===== config.mk =====
export PLATFORM = sky130hd
export DESIGN_NAME = fpu_status_reg
export DESIGN_NICKNAME = d
export VERILOG_FILES = /design/src/rtl/fsr_pkg.sv /design/src/rtl/fsr_exc_eval.sv /design/src/rtl/fsr_rnd_decode.sv /design/src/rtl/fsr_pack.sv /design/src/rtl/fpu_status_reg.sv
export SDC_FILE = /design/constraint.sdc
export NUM_CORES = 1
export LEC_CHECK = 0
export ABC_AREA = 1
export BUFFER_PORTS_ARGS = -buffer_cell sky130_fd_sc_hd__buf_2
export CELL_PAD_IN_SITES_DETAIL_PLACEMENT = 0
export CELL_PAD_IN_SITES_GLOBAL_PLACEMENT = 1
export CORE_MARGIN = 2
export CORE_UTILIZATION = 31
export DETAILED_ROUTE_END_ITERATION = 7
export PLACE_DENSITY = 0.94
export SYNTH_ARGS = -nofsm -noshare
export SYNTH_HDL_FRONTEND = slang
export SYNTH_SLANG_ARGS = --single-unit

===== constraint.sdc =====
create_clock -name clk_i -period 2.3 [get_ports clk_i]
set_input_delay 0.46 -clock clk_i [delete_from_list [all_inputs] [get_ports clk_i]]
set_output_delay 0.46 -clock clk_i [all_outputs]
set_load 0.01 [all_outputs]

===== src/rtl/fsr_pkg.sv =====
package fsr_pkg;
  localparam int unsigned XLEN     = 32;
  localparam int unsigned FLAG_W   = 5;
  localparam int unsigned FTT_W    = 3;
  localparam int unsigned RD_W     = 2;
  localparam int unsigned FCC_W    = 2;
  localparam int unsigned VER_W    = 3;
  localparam int unsigned NRND     = 1 << RD_W;

  localparam int unsigned CEXC_LSB = 0;
  localparam int unsigned AEXC_LSB = 5;
  localparam int unsigned FCC_LSB  = 10;
  localparam int unsigned QNE_BIT  = 13;
  localparam int unsigned FTT_LSB  = 14;
  localparam int unsigned VER_LSB  = 17;
  localparam int unsigned TEM_LSB  = 23;
  localparam int unsigned RD_LSB   = 30;

  localparam logic [FTT_W-1:0] FTT_NONE = '0;
  localparam logic [FTT_W-1:0] FTT_IEEE = 3'b001;

  typedef enum logic [1:0] {
    WR_FULL    = 2'd0,
    WR_KEEP_CC = 2'd1,
    WR_KEEP_TT = 2'd2,
    WR_NONE    = 2'd3
  } wr_kind_e;

  typedef struct packed {
    logic [RD_W-1:0]   rd;
    logic [FLAG_W-1:0] tem;
    logic [FTT_W-1:0]  ftt;
    logic              qne;
    logic [FCC_W-1:0]  fcc;
    logic [FLAG_W-1:0] aexc;
    logic [FLAG_W-1:0] cexc;
  } fsr_t;
endpackage


===== src/rtl/fsr_exc_eval.sv =====
module fsr_exc_eval
  import fsr_pkg::*;
(
  input  logic [FLAG_W-1:0] flags_i,
  input  logic [FLAG_W-1:0] tem_i,
  input  logic [FLAG_W-1:0] aexc_i,
  output logic              trap_o,
  output logic [FLAG_W-1:0] aexc_o,
  output logic [FTT_W-1:0]  ftt_o
);
  always_comb begin
    trap_o = |(flags_i & tem_i);
    // accrual only when no trap is taken
    aexc_o = trap_o ? aexc_i : (aexc_i | flags_i);
    ftt_o  = trap_o ? FTT_IEEE : FTT_NONE;
  end
endmodule


===== src/rtl/fsr_rnd_decode.sv =====
module fsr_rnd_decode
  import fsr_pkg::*;
(
  input  logic [RD_W-1:0] rd_i,
  output logic [NRND-1:0] sel_o
);
  for (genvar g = 0; g < NRND; g++) begin : g_sel
    assign sel_o[g] = (rd_i == RD_W'(g));
  end
endmodule


===== src/rtl/fsr_pack.sv =====
module fsr_pack
  import fsr_pkg::*;
#(
  parameter logic [VER_W-1:0] VERSION = 3'd4
) (
  input  fsr_t            st_i,
  output logic [XLEN-1:0] word_o
);
  always_comb begin
    word_o = '0;
    word_o[RD_LSB  +: RD_W]   = st_i.rd;
    word_o[TEM_LSB +: FLAG_W] = st_i.tem;
    word_o[VER_LSB +: VER_W]  = VERSION;
    word_o[FTT_LSB +: FTT_W]  = st_i.ftt;
    word_o[QNE_BIT]           = st_i.qne;
    word_o[FCC_LSB +: FCC_W]  = st_i.fcc;
    word_o[AEXC_LSB +: FLAG_W] = st_i.aexc;
    word_o[CEXC_LSB +: FLAG_W] = st_i.cexc;
  end
endmodule


===== src/rtl/fpu_status_reg.sv =====
module fpu_status_reg
  import fsr_pkg::*;
#(
  parameter logic [VER_W-1:0] VERSION = 3'd4
) (
  input  logic              clk_i,
  input  logic              rst_ni,
  input  logic              op_valid_i,
  input  logic [FLAG_W-1:0] op_flags_i,
  input  logic              wr_en_i,
  input  logic [1:0]        wr_kind_i,
  input  logic [XLEN-1:0]   wr_data_i,
  output logic [XLEN-1:0]   rd_data_o,
  output logic [NRND-1:0]   rnd_mode_o,
  output logic              trap_o
);
  fsr_t              st_q;
  logic              trap_q;
  logic              hit;
  logic [FLAG_W-1:0] aexc_nxt;
  logic [FTT_W-1:0]  ftt_nxt;
  logic              wr_act;
  wr_kind_e          kind;

  assign kind   = wr_kind_e'(wr_kind_i);
  assign wr_act = wr_en_i && (kind != WR_NONE);

  fsr_exc_eval i_eval (
    .flags_i (op_flags_i),
    .tem_i   (st_q.tem),
    .aexc_i  (st_q.aexc),
    .trap_o  (hit),
    .aexc_o  (aexc_nxt),
    .ftt_o   (ftt_nxt)
  );

  fsr_rnd_decode i_rnd (
    .rd_i  (st_q.rd),
    .sel_o (rnd_mode_o)
  );

  fsr_pack #(.VERSION(VERSION)) i_pack (
    .st_i   (st_q),
    .word_o (rd_data_o)
  );

  always_ff @(posedge clk_i or negedge rst_ni) begin
    if (!rst_ni) begin
      st_q   <= '0;
      trap_q <= 1'b0;
    end else begin
      trap_q <= 1'b0;
      if (wr_act) begin
        st_q.rd   <= wr_data_i[RD_LSB +: RD_W];
        st_q.tem  <= wr_data_i[TEM_LSB +: FLAG_W];
        st_q.aexc <= wr_data_i[AEXC_LSB +: FLAG_W];
        st_q.cexc <= wr_data_i[CEXC_LSB +: FLAG_W];
        if (kind != WR_KEEP_TT) st_q.ftt <= wr_data_i[FTT_LSB +: FTT_W];
        if (kind == WR_FULL) begin
          st_q.fcc <= wr_data_i[FCC_LSB +: FCC_W];
          st_q.qne <= wr_data_i[QNE_BIT];
        end
      end else if (op_valid_i) begin
        st_q.cexc <= op_flags_i;
        st_q.aexc <= aexc_nxt;
        st_q.ftt  <= ftt_nxt;
        trap_q    <= hit;
      end
    end
  end

  assign trap_o = trap_q;
endmodule


---- After elaboration in Yosys (flattened, before gate mapping) ----
Cells that the tools add are included.
word-level totals
  latch bits .............................. 0
  bits of input ports ..................... 43
  memories ................................ 0
  RAM bits ................................ 0
  register bits ........................... 24
  memory bits (read-only) ................. 0
  output and inout port bits .............. 37
  word-level logic and storage cells ...... 34
operators by class
  multiply operators ...................... 0
  shift operators ......................... 0
  $lt $le $gt $ge ......................... 0
  reduce and logical (&&, ||, !) cells .... 8
  eq/ne operators ......................... 7
  muxes and demuxes ....................... 9
  bitwise gates (word level) .............. 2
  div/mod/pow operators ................... 0
  add/subtract/negate cells ............... 0
operators by type and width
  operator                                                number
  two-way mux 10 bit                                      2
  two-way mux 3 bit                                       3
  AND reduction 2 bit                                     3
  AND 5 bit                                               1
  two-way mux 5 bit                                       1
  OR 5 bit                                                1
  OR reduction 5 bit                                      1
  equality test 2 bit (second input constant)             2
  zero test 2 bit                                         2
  inequality test 2 x 1 -> 1 bit (second input constant)  2
  inequality test 2 bit (second input constant)           2
  two-way mux 1 bit                                       3
  equality test 2 x 1 -> 1 bit (second input constant)    1
  nonzero test 2 bit                                      1
  logical AND 1 bit                                       1

---- Depth between registers and ports, before layout ----
Gate-level depths: netlist of the first run.
  depth in word-level cells ............... 5
  depth in mapped cells ................... 8
  mapped depth without buffers ............ 8

---- By module ----
Synthesis of the first run repeated with hierarchy kept, for this count alone.
unflattened totals
  cell total of the unflattened synthesis .. 199
  area total of the unflattened synthesis .. 1488.9 µm²
by module, submodules not included
  module          cells each  sequential area each (µm²)  instances  area an instance (µm²)
  fpu_status_reg  128         600.6                       1          1074.8
  fsr_pack        34          0.0                         1          247.7
  fsr_exc_eval    30          0.0                         1          140.1
  fsr_rnd_decode  7           0.0                         1          26.3

---- Worst setup path after synthesis of the first run ----
Ideal clock, no wire load.
  kind .................................... register to output
  from .................................... reg st_q[21] in the netlist's numbering
  to ...................................... out rnd_mode_o[1]
  buffers on the path ..................... 0
  setup slack ............................. 1.171 ns
  arrival ................................. 0.669 ns
  required time ........................... 1.840 ns
  stages on the path, launching flop included .. 3
  path through ............................ dfrtp_1 > inv_1 > nor2_1
on the way
  word-level cells in the longest chain between the ends .. 1
ends and longest elaborated chain
  what                          RTL line              source
  start: declaration            fpu_status_reg.sv:17  fsr_t st_q;
  equality test 2 x 1 -> 1 bit  fsr_rnd_decode.sv:8   assign sel_o[g] = (rd_i == RD_W'(g));
  end: declaration              fpu_status_reg.sv:14  output logic [NRND-1:0] rnd_mode_o,
No other way between the ends.

---- Final worst setup path of the first run ----
Same ends and word-level chain as after synthesis.

==> results by group, run 1 <==
Status
  • Result of the run: completed

Clock tree
  • Count of H-tree levels built during CTS: 1
  • CTS tree: done
  • Post-CTS Setup Bufs: 0
  • Hold bufs inserted after CTS: 0
  • Number of instances resized during post-cts repair: 0
  • Clock Tree Buf Depth: 2
  • Buffer cell driving the clock tree root: clkbuf_8
  • Clock latency reported for the late side of the worst-skew pair: 270 ps
  • Clock sink count: 24
  • Clock-pin slew of the registers on the worst-case setup and hold paths: 90 ps
  • Num CTS Buffers: 3

Timing
  • Post-route clock period utilization: 62.90%
  • Final hold violation count: 0
  • Number of endpoints failing setup at the final stage: 0
  • Post-route minimum period: 1447 ps
  • Unrepaired setup endpoints after global routing: no
  • Setup slack after layout: 853.3 ps
  • Transition time of the tightest slew-check pin: 554.0 ps
  • Tightest hold margin: 165.3 ps
  • Total negative setup slack: 0 ps
  • Maximum clock frequency: 0.6912 GHz
  • Final-report max-slew violation count: 0
  • Worst clock skew: 2.918 ps
  • Worst rel slew slack: 63.07%

Logic synthesis
  • Post-synth ARST share: 100.0%
  • Primary flip-flop cell chosen by synthesis mapping: dfrtp_1
  • Synthesized instance count: 148
  • Synthesized area per cell: 8.513 µm²
  • Yosys reg bits: 24
  • Sequential area share after synthesis: 47.67%
  • Post-synth top area share: 47.67%
  • Biggest area contributors in the synthesized netlist: dfrtp_1 (48%), nand2_1 (18%), buf_4 (5.4%)
  • Synth top cells by count: nand2_1 (61), dfrtp_1 (24), nand3_1 (11), buf_4 (9), inv_1 (8)
  • Top-count cell post-synth: nand2_1
  • Most area-hungry cell type in the Yosys netlist: dfrtp_1
  • Post-synth EDFFs: 0
  • Post-synthesis cell type count: 20
  • Post-Syn Area: 0.001260 mm²
  • Yosys synthesis warning count: 0

Worst setup path
  • Delay-heaviest family, CP: flip-flops
  • Startpoint types: flop
  • Worst path depth: 3
  • Combined buffer and inverter count along the critical path: 2
  • Critical path's slowest cell: dfrtp_1
  • Reg-to-Reg Start: st_q[18]
  • Maximum single-stage delay on the critical path: 410 ps
  • Cell chain of the critical path: inv_1, nor2_1, buf_2
  • FF-to-FF setup slack: 1130 ps
  • Largest fanout on the critical path: 5
  • Type of element capturing the critical path: primary output
  • Required @ worst endpoint: 1840 ps
  • Capture point of the worst reg-to-reg path: st_q[8]
  • Critical path destination: rnd_mode_o[1]
  • R2r worst-path depth: 6
  • Data arrival at the endpoint of the critical path: 990 ps
  • Crit. Startpoint: st_q[21]
  • Setup CP Type: flop to primary output

Min path
  • Path type of the worst min-delay path: input pin to async pin

Detailed routing
  • Count of TritonRoute iterations in the first routing pass: 4
  • Routed vias: 1110
  • Detail Route Antenna Nets: 0
  • Routed WL per cell: 11.73 µm
  • Starting DRT DRC Count: 21
  • Wire length reported by the detailed router: 3027 µm
  • Post-detailed-route DRC marker count: 0
  • Vias/cell: 4.302

Flow run
  • Max-cap violations: 0

Place
  • Port bufs: 61
  • Cell Count Post-Placement: 254
  • Routability congestion estimate from global placement: 0.7506
  • Sum of net half-perimeters after detailed placement: 2288 µm
  • Worst slack, placed: 694.7 ps

Cells and area
  • Non-filler cells in the finished layout: 258
  • Layout cell share with drive strength beyond 1: 38.94%
  • NumNets Final: 252
  • N_diodes: 0
  • Layout Area Growth over Synthesis: 27.61%
  • Final Util: 40.78%

Power
  • Reported leakage power: 0.0009383 µW
  • Switching power: 362.6 µW
  • Clock Power Share: 25.7%
  • Switching power as a share of total power: 31.89%
  • Internal portion of total power: 774.3 µW
  • Fraction of power consumed by combinational cells: 27.5%
  • Worst vdd ir: 0.2195 mV
  • Sequential Power Share: 46.7%
  • P per Cell Area: 707.1 mW/mm²

GRT
  • Antenna violations before repair: 0
  • Largest net degree at the start of global routing: 25
  • Number of global-route vias before repair: 954
  • Overall Global Routing Usage: 13.27%
  • Overall overflow remaining after global route: 0
  • Wire length of the first global-routing pass: 4422 µm

Floorplan
  • Starting density of the core: 31.96%
  • Total I/O pin count: 80
  • Die span in x: 67.75 µm
  • Number of standard-cell rows in the floorplan: 23
  • Core Box Area: 0.003943 mm²
  • Floorplan die area: 0.004590 mm²
  • Die Height: 67.75 µm
[state kept, by name, indices dropped and copies added (netlist names)]
register  flops
trap_o        1
st_q         23
[routing by layer]
layer | up-vias | part of all wire (%) | track usage [%]
li1 | 563 | - | -
met2 | 33 | 48 | 21.32
met4 | 0 | 1.4 | 6.122
met1 | 510 | 45 | 17.23
met3 | 4 | 5.9 | 2.333
met5 | - | 0 | 0
[per-stage QoR]
| step | cell area [µm²] | total power (µW) |
|---|---|---|
| 3_3_place_gp | 1553 | 850.3 |
| 5_1_grt | 1608 | 1212 |
| 4_1_cts | 1608 | 1153 |
| 3_5_place_dp | 1553 | 857.2 |
| 2_1_floorplan | 1286 | 728.1 |
| 6_report | 1608 | 1137 |
[area by class of cell]
cell class / count / area, µm²
Clock buffer: 4 / 55.05
Fill cell: 425 / 2335
Inverter: 10 / 40.04
Multi-Input combinational cell: 109 / 544.3
Sequential cell: 24 / 600.6
Tap cell: 50 / 62.56
Timing Repair Buffer: 61 / 305.3
[power groups by stage]
stage | registers, µW | logic [µW] | clock network, µW
global placement | 538 | 312 | 0
finish | 531 | 313 | 293
floorplan | 568 | 161 | 0
detailed placement | 539 | 319 | 0
CTS | 532 | 319 | 303
global route | 541 | 353 | 319
[cell usage in the layout (no fill, tap or decap), drive strengths merged]
cell type  Yosys  routed
a21oi          2       2
o21bai         1       1
clkbuf         0       4
nor2           8       8
nand2         65      65
buf           12      61
nand3         11      11
mux2           3       3
dfrtp         24      24
nor3           1       1
conb           2       9
o21ai          7       7
inv           10      10
a22o           2       2
[worst min path at each step]
stage / startpoint / endpoint / depth (start not counted)
after floorplan: rst_ni / st_q[0] / 0
after global placement: st_q[1] / st_q[1] / 2
after detailed placement: st_q[4] / st_q[4] / 2
after CTS: rst_ni / st_q[11] / 1
after global routing: rst_ni / st_q[6] / 1
final: rst_ni / st_q[11] / 1
[logic make-up after synthesis]
kind of cell	after synthesis	synth area share, %
other	2	0.5961
DFF	24	47.67
AOI/OAI and AO/OA	12	7.249
buffers and inverters	22	11.22
and+or+nand+nor	85	29.69
muxes	3	3.575
(Power assumes the default switching activity.)
==> run 2: changes to the inputs <==
--- a/config.mk
+++ b/config.mk
@@ -5,14 +5,14 @@
 export SDC_FILE = /design/constraint.sdc
 export NUM_CORES = 1
 export LEC_CHECK = 0
-export ABC_AREA = 1
+export ABC_AREA = 0
 export BUFFER_PORTS_ARGS = -buffer_cell sky130_fd_sc_hd__buf_2
 export CELL_PAD_IN_SITES_DETAIL_PLACEMENT = 0
 export CELL_PAD_IN_SITES_GLOBAL_PLACEMENT = 1
 export CORE_MARGIN = 2
-export CORE_UTILIZATION = 31
+export CORE_UTILIZATION = 28
 export DETAILED_ROUTE_END_ITERATION = 7
-export PLACE_DENSITY = 0.94
+export PLACE_DENSITY = 0.89
 export SYNTH_ARGS = -nofsm -noshare
 export SYNTH_HDL_FRONTEND = slang
 export SYNTH_SLANG_ARGS = --single-unit
==> constraint.sdc (replaced) <==
create_clock -name clk_i -period 1.35 [get_ports clk_i]
set_input_delay 0.27 -clock clk_i [delete_from_list [all_inputs] [get_ports clk_i]]
set_output_delay 0.27 -clock clk_i [all_outputs]
set_load 0.01 [all_outputs]
==> run 2 against run 1 <==
The run now ends with setup timing left. Clock skew about the same. Via count fell by 7.8%. Register-to-register slack got worse by 1200 ps. Critical path type is now flop to flop. Highest routed layer unchanged.
==> results by group, run 2 <==
GRT
  • Antenna violations before repair: 0 (unchanged)
  • Number of global-route vias before repair: 900 (-5.7%)
  • Wire length of the first global-routing pass: 4140 µm (-6.4%)
  • Overall overflow remaining after global route: 0 (unchanged)
  • Overall Global Routing Usage: 12.30% (-0.96 points)
  • Largest net degree at the start of global routing: 25 (unchanged)

Place
  • Cell Count Post-Placement: 232 (-8.7%)
  • Port bufs: 61 (unchanged)
  • Routability congestion estimate from global placement: 0.7495 (-0.15%)
  • Sum of net half-perimeters after detailed placement: 2118 µm (-7.4%)
  • DP Area: 0.001518 mm² (-2.3%)

Worst setup path
  • Largest fanout on the critical path: 5 (unchanged)
  • Data arrival at the endpoint of the critical path: 1590 ps (+600 ps)
  • Reg-to-Reg Start: st_q[19]
  • FF-to-FF setup slack: -40 ps (-1170 ps)
  • Capture point of the worst reg-to-reg path: st_q[6]
  • R2r worst-path depth: 4 (-2)
  • Type of element capturing the critical path: flop
  • Startpoint types: flop
  • Setup CP Type: flop to flop
  • Required @ worst endpoint: 1540 ps (-300 ps)

Logic synthesis
  • Post-synth EDFFs: 0 (unchanged)
  • Sequential area share after synthesis: 52.57% (+4.9 points)
  • Synthesized instance count: 120 (-19%)
  • Primary flip-flop cell chosen by synthesis mapping: dfrtp_1
  • Yosys synthesis warning count: 0 (unchanged)
  • Most area-hungry cell type in the Yosys netlist: dfrtp_1
  • Post-Syn Area: 0.001142 mm² (-9.3%)
  • Biggest area contributors in the synthesized netlist: dfrtp_1 (53%), nand2_1 (8.9%), buf_4 (5.9%)
  • Synth top cells by count: nand2_1 (27), dfrtp_1 (24), nor2_1 (12), buf_4 (9), inv_1 (6)
  • Top-count cell post-synth: nand2_1
  • Post-synth top area share: 52.57% (+4.9 points)
  • Synthesized area per cell: 9.520 µm² (+12%)
  • Yosys reg bits: 24 (unchanged)
  • Post-synth ARST share: 100.0% (unchanged)
  • Post-synthesis cell type count: 25 (+25%)

Timing
  • Maximum clock frequency: 0.7172 GHz
  • Unrepaired setup endpoints after global routing: yes
  • Transition time of the tightest slew-check pin: 542.1 ps (-11.87 ps)
  • Number of endpoints failing setup at the final stage: 5 (+5)
  • Worst rel slew slack: 63.86% (+0.79 points)
  • Worst clock skew: 3.153 ps (+0.2356 ps)
  • Setup slack after layout: -44.39 ps (-897.7 ps)
  • Final-report max-slew violation count: 0 (unchanged)
  • Post-route minimum period: 1394 ps
  • Total negative setup slack: -175.7 ps (-175.7 ps)
  • Post-route clock period utilization: 103.3%
  • Final hold violation count: 0 (unchanged)

Power
  • Reported leakage power: 0.0008869 µW (-5.5%)
  • Sum of internal, switching and leakage power: 1829 µW (+61%)
  • Worst vdd ir: 0.4130 mV (+88%)
  • P per Cell Area: 1126 mW/mm² (+59%)

Cells and area
  • Non-filler cells in the finished layout: 238 (-7.8%)
  • Final design area excluding fillers: 0.001624 mm² (+1.0%)
  • Flip-flop count of the largest register after layout: 23 (unchanged)
  • NumNets Final: 232 (-7.9%)
  • Most used cells in the layout excluding fill and tap cells: buf_2 (61), nand2_1 (27), dfrtp_1 (24), nor2_1 (12), conb_1 (9)
  • Top reg by flops: st_q
  • Final Util: 40.89% (+0.11 points)
  • Most frequent standard cell in the layout excluding fill and tap cells: buf_2
  • Layout cell share with drive strength beyond 1: 44.15% (+5.2 points)
  • N_diodes: 0 (unchanged)
  • Layout Area Growth over Synthesis: 42.17%

Clock tree
  • Buffer cell driving the clock tree root: clkbuf_8
  • CTS tree: done
  • Clock sink count: 24 (unchanged)
  • Count of H-tree levels built during CTS: 1 (unchanged)
  • Clock latency reported for the late side of the worst-skew pair: 270 ps (about the same)
  • Clock-pin slew of the registers on the worst-case setup and hold paths: 90 ps (about the same)
  • Clock Tree Buf Depth: 2 (unchanged)
  • Num CTS Buffers: 3 (unchanged)

Floorplan
  • Die Height: 67.88 µm (+0.18%)
  • Number of standard-cell rows in the floorplan: 23 (unchanged)
  • Floorplan die area: 0.004607 mm² (+0.37%)
  • Die span in x: 67.88 µm (+0.18%)
  • Core Box Area: 0.003971 mm² (+0.73%)
  • Total I/O pin count: 80 (unchanged)
  • Starting density of the core: 28.76% (-3.2 points)

Detailed routing
  • Vias/cell: 4.298 (about the same)
  • Routed vias: 1023 (-7.8%)
  • Starting DRT DRC Count: 62 (+200%)
  • Routed WL per cell: 11.86 µm (+1.1%)
  • Count of TritonRoute iterations in the first routing pass: 4 (unchanged)
  • Wire length reported by the detailed router: 2822 µm (-6.8%)
  • Detail Route Antenna Nets: 0 (unchanged)
  • Post-detailed-route DRC marker count: 0 (unchanged)

Status
  • Result of the run: finished with violations
  • Violated checks: setup timing

Min path
  • Hold path depth: 3
  • Hold Crit Start: wr_data_i[23]
  • Worst min-delay path endpoint: st_q[16]
  • Path type of the worst min-delay path: input pin to flop

Flow run
  • Max-cap violations: 0 (unchanged)
==> run 2: layout make-up <==
cell class,count,area (µm²)
fill,430,2347
sequential,24,600.6
multi-input combinational,84,495.5
timing repair buffer,70,387.9
tap,50,62.56
clock buffer,4,55.05
inverter,6,22.52
==> run 2: layer usage <==
layer | up-vias | wire length (µm) | GRT usage [%]
met5 | - | 0 | 0
met4 | 0 | 25 | 5.250
met3 | 4 | 226 | 3.289
met2 | 41 | 1322 | 19.49
met1 | 462 | 1248 | 15.83
li1 | 516 | - | -
==> run 2: worst max path at each step <==
stage,startpoint,end,slack [ps],cells after the start
after global routing,st_q[19],st_q[6],-120,4
after detailed placement,op_flags_i[3],st_q[5],-110,5
after CTS,st_q[19],st_q[5],-80,4
final,st_q[19],st_q[6],-40,4
after global placement,op_flags_i[3],st_q[7],-70,5
after floorplan,st_q[19],st_q[5],70,3
==> run 2: critical path, stage by stage (launching register included) <==
cell and delay [ps]:
dfrtp_1 390, a222oi_1 380, buf_4 200, nand4_4 160
o22ai_1 190
==> run 2: logic make-up after synthesis <==
kind of cell           after synthesis  synth area share (%)
AO/OA/AOI/OAI                       20                 11.83
buffers and inverters               19                 9.638
flip-flops                          24                 52.57
multiplexers                         8                 7.338
other                                2                0.6574
AND/OR/NAND/NOR                     47                 17.96
==> run 2: timing repair <==
item,CTS,global route
endpoints found under the setup margin,6,6
pin swaps,3,3
hold buffers,1,0
resized for setup,2,3
buffers inserted,1,0
endpoints found under the hold margin,24,0
==> run 2: power breakdown <==
part	switching, µW	internal, µW
logic	249	223
clock network	235	261
registers	51.8	810
total	536	1290
==> run 2: metrics by stage <==
step	worst slack (ps)	hold slack (ps)
floorplan	68.09	-25.59
global placement	-74.94	293.7
detailed placement	-111.6	291.2
CTS	-75.85	178.4
global route	-119.2	183.2
finish	-44.39	183.0
==> run 3: changes to the inputs <==
--- a/config.mk
+++ b/config.mk
@@ -9,8 +9,10 @@
 export BUFFER_PORTS_ARGS = -buffer_cell sky130_fd_sc_hd__buf_2
 export CELL_PAD_IN_SITES_DETAIL_PLACEMENT = 0
 export CELL_PAD_IN_SITES_GLOBAL_PLACEMENT = 1
+export CORE_ASPECT_RATIO = 0.75
 export CORE_MARGIN = 2
 export CORE_UTILIZATION = 28
+export CTS_CLUSTER_DIAMETER = 120
 export DETAILED_ROUTE_END_ITERATION = 7
 export PLACE_DENSITY = 0.89
 export SYNTH_ARGS = -nofsm -noshare
==> run 3 against run 2 <==
The flow now finishes without violations. Highest routed layer unchanged. Wire length decreased by 0.92%. Critical path depth unchanged. Cell count is 3.8% higher. Sequential cell count is the same. Die area is 0.11% higher. Fmax rose by 5.6%. Critical path type unchanged. Largest cell class unchanged. Sequential share of layout area shrank 0.28 points. Worst hold slack better by 7.7 ps. Global-route usage up 0.37 points. Power is 0.20% lower.
==> results by group, run 3 (synthesis gave the netlist of run 2 again) <==
Status
  • Result of the run: completed

GRT
  • Wire length of the first global-routing pass: 4436 µm (+7.1%)
  • Number of global-route vias before repair: 947 (+5.2%)
  • Largest net degree at the start of global routing: 25 (unchanged)
  • Overall Global Routing Usage: 12.68% (+0.37 points)
  • Antenna violations before repair: 0 (unchanged)
  • Overall overflow remaining after global route: 0 (unchanged)

Timing
  • Unrepaired setup endpoints after global routing: yes
  • Post-route clock period utilization: 97.84% (-5.4 points)
  • Maximum clock frequency: 0.7571 GHz (+5.6%)
  • Total negative setup slack: 0 ps (+175.7 ps)
  • Final hold violation count: 0 (unchanged)
  • Post-route minimum period: 1321 ps (-73.57 ps)
  • Number of endpoints failing setup at the final stage: 0 (-5)
  • Tightest hold margin: 190.7 ps (+7.709 ps)
  • Final-report max-slew violation count: 0 (unchanged)
  • Worst clock skew: 3.944 ps (+0.7906 ps)
  • Transition time of the tightest slew-check pin: 550.3 ps (+8.219 ps)
  • Worst rel slew slack: 63.31% (-0.55 points)

Detailed routing
  • Routed vias: 1013 (-0.98%)
  • Count of TritonRoute iterations in the first routing pass: 4 (unchanged)
  • Post-detailed-route DRC marker count: 0 (unchanged)
  • Vias/cell: 4.101 (-4.6%)
  • Wire length reported by the detailed router: 2796 µm (-0.92%)
  • Detail Route Antenna Nets: 0 (unchanged)
  • Routed WL per cell: 11.32 µm (-4.5%)
  • Starting DRT DRC Count: 50 (-19%)

Cells and area
  • N_diodes: 0 (unchanged)
  • Most frequent standard cell in the layout excluding fill and tap cells: buf_2
  • Layout Area Growth over Synthesis: 43.26%
  • Most used cells in the layout excluding fill and tap cells: buf_2 (61), nand2_1 (27), dfrtp_1 (24), nor2_1 (12), buf_4 (12)
  • Count of filler cells inserted in the layout: 418 (-2.8%)
  • Non-filler cells in the finished layout: 247 (+3.8%)
  • Flip-flop count of the largest register after layout: 23 (unchanged)
  • NumNets Final: 236 (+1.7%)
  • Layout cell share with drive strength beyond 1: 44.27% (+0.12 points)
  • Top reg by flops: st_q

Place
  • Routability congestion estimate from global placement: 0.7471 (-0.32%)
  • Sum of net half-perimeters after detailed placement: 2223 µm (+5.0%)
  • Port bufs: 61 (unchanged)
  • Cell Count Post-Placement: 241 (+3.9%)

Clock tree
  • CTS tree: done
  • Num CTS Buffers: 3 (unchanged)
  • Clock Tree Buf Depth: 2 (unchanged)
  • Clock latency reported for the late side of the worst-skew pair: 260 ps (about the same)
  • Clock sink count: 24 (unchanged)
  • Clock-pin slew of the registers on the worst-case setup and hold paths: 90 ps (about the same)
  • Count of H-tree levels built during CTS: 1 (unchanged)
  • Buffer cell driving the clock tree root: clkbuf_8

Min path
  • Path type of the worst min-delay path: input pin to flop

Worst setup path
  • Type of element capturing the critical path: flop
  • Startpoint types: flop
  • Setup CP Type: flop to flop
  • Largest fanout on the critical path: 5 (unchanged)
  • Data arrival at the endpoint of the critical path: 1520 ps (-70 ps)
  • Required @ worst endpoint: 1550 ps (about the same)

Power
  • Reported leakage power: 0.0008977 µW (+1.2%)
  • Worst vdd ir: 0.4162 mV (+0.78%)
  • P per Cell Area: 1116 mW/mm² (-0.97%)

Floorplan
  • Total I/O pin count: 80 (unchanged)
  • Starting density of the core: 28.71% (-0.054 points)
  • Number of standard-cell rows in the floorplan: 20 (-13%)
  • Core Box Area: 0.003979 mm² (+0.19%)
  • Die Height: 59.32 µm (-13%)
  • Die span in x: 77.76 µm (+15%)
  • Floorplan die area: 0.004612 mm² (+0.11%)

Flow run
  • Max-cap violations: 0 (unchanged)
-- run 3: cell count changes in the layout (fill, tap and decap cells not counted), sizes merged --
cell / before / now
buf: 69 / 73
-- run 3: path summary, 6_finish.rpt --
path	start	endpoint	slack, ps	depth (start not counted)
max reg2reg	st_q[19]	st_q[8]	30	4
min in group asynchronous	rst_ni	st_q[12]	520	2
min reg2reg	st_q[14]	st_q[14]	500	1
min	wr_data_i[27]	st_q[20]	190	3
max in group asynchronous	rst_ni	st_q[21]	470	2
max	st_q[19]	st_q[8]	30	4
-- run 3: timing repair --
action	4_1_cts	5_1_grt
pin swaps	0	1
buffers inserted	0	1
resized for setup	1	3
hold endpoints to repair	24	0
hold buffers	1	0
setup endpoints to repair	5	5
-- run 3: area by class of cell --
class                      count  area [µm²]  area share, %
tap                           55       68.82          4.205
multi-input combinational     84       484.2          29.59
clock buffer                   4       55.05          3.364
inverter                       6       22.52          1.376
timing repair buffer          74       405.4          24.77
sequential                    24       600.6          36.70
-- run 3: critical path, cell delays in order (launching register included) --
cell      delay [ps]
dfrtp_1          390
a222oi_1         330
buf_4            190
nand4_4          150
o22ai_2          190
-- run 3: layer usage --
metal  part of all wire [%]  wire, µm  track usage, %
met1                     46      1282           16.35
met2                     46      1300           20.81
met3                    6.7       186           3.811
met4                   0.97        27           3.827
met5                      0         0               0
-- run 3: per-stage QoR --
step                utilization (%)  instance area (µm²)  worst slack [ps]  power [µW]
finish                        41.13                 1637             29.18        1826
global route                  41.13                 1637            -55.78        1947
CTS                           40.50                 1612             5.047        1847
detailed placement            38.65                 1538            -73.06        1339
global placement              38.65                 1538            -71.68        1329
floorplan                         -                 1169             68.09        1114
-- run 3: power by group --
part,switching (µW),total [µW],leakage [µW],internal (µW)
combinational,246,474,0.000582,228
sequential,52.8,863,0.000287,810
clock,228,489,0.0000288,260
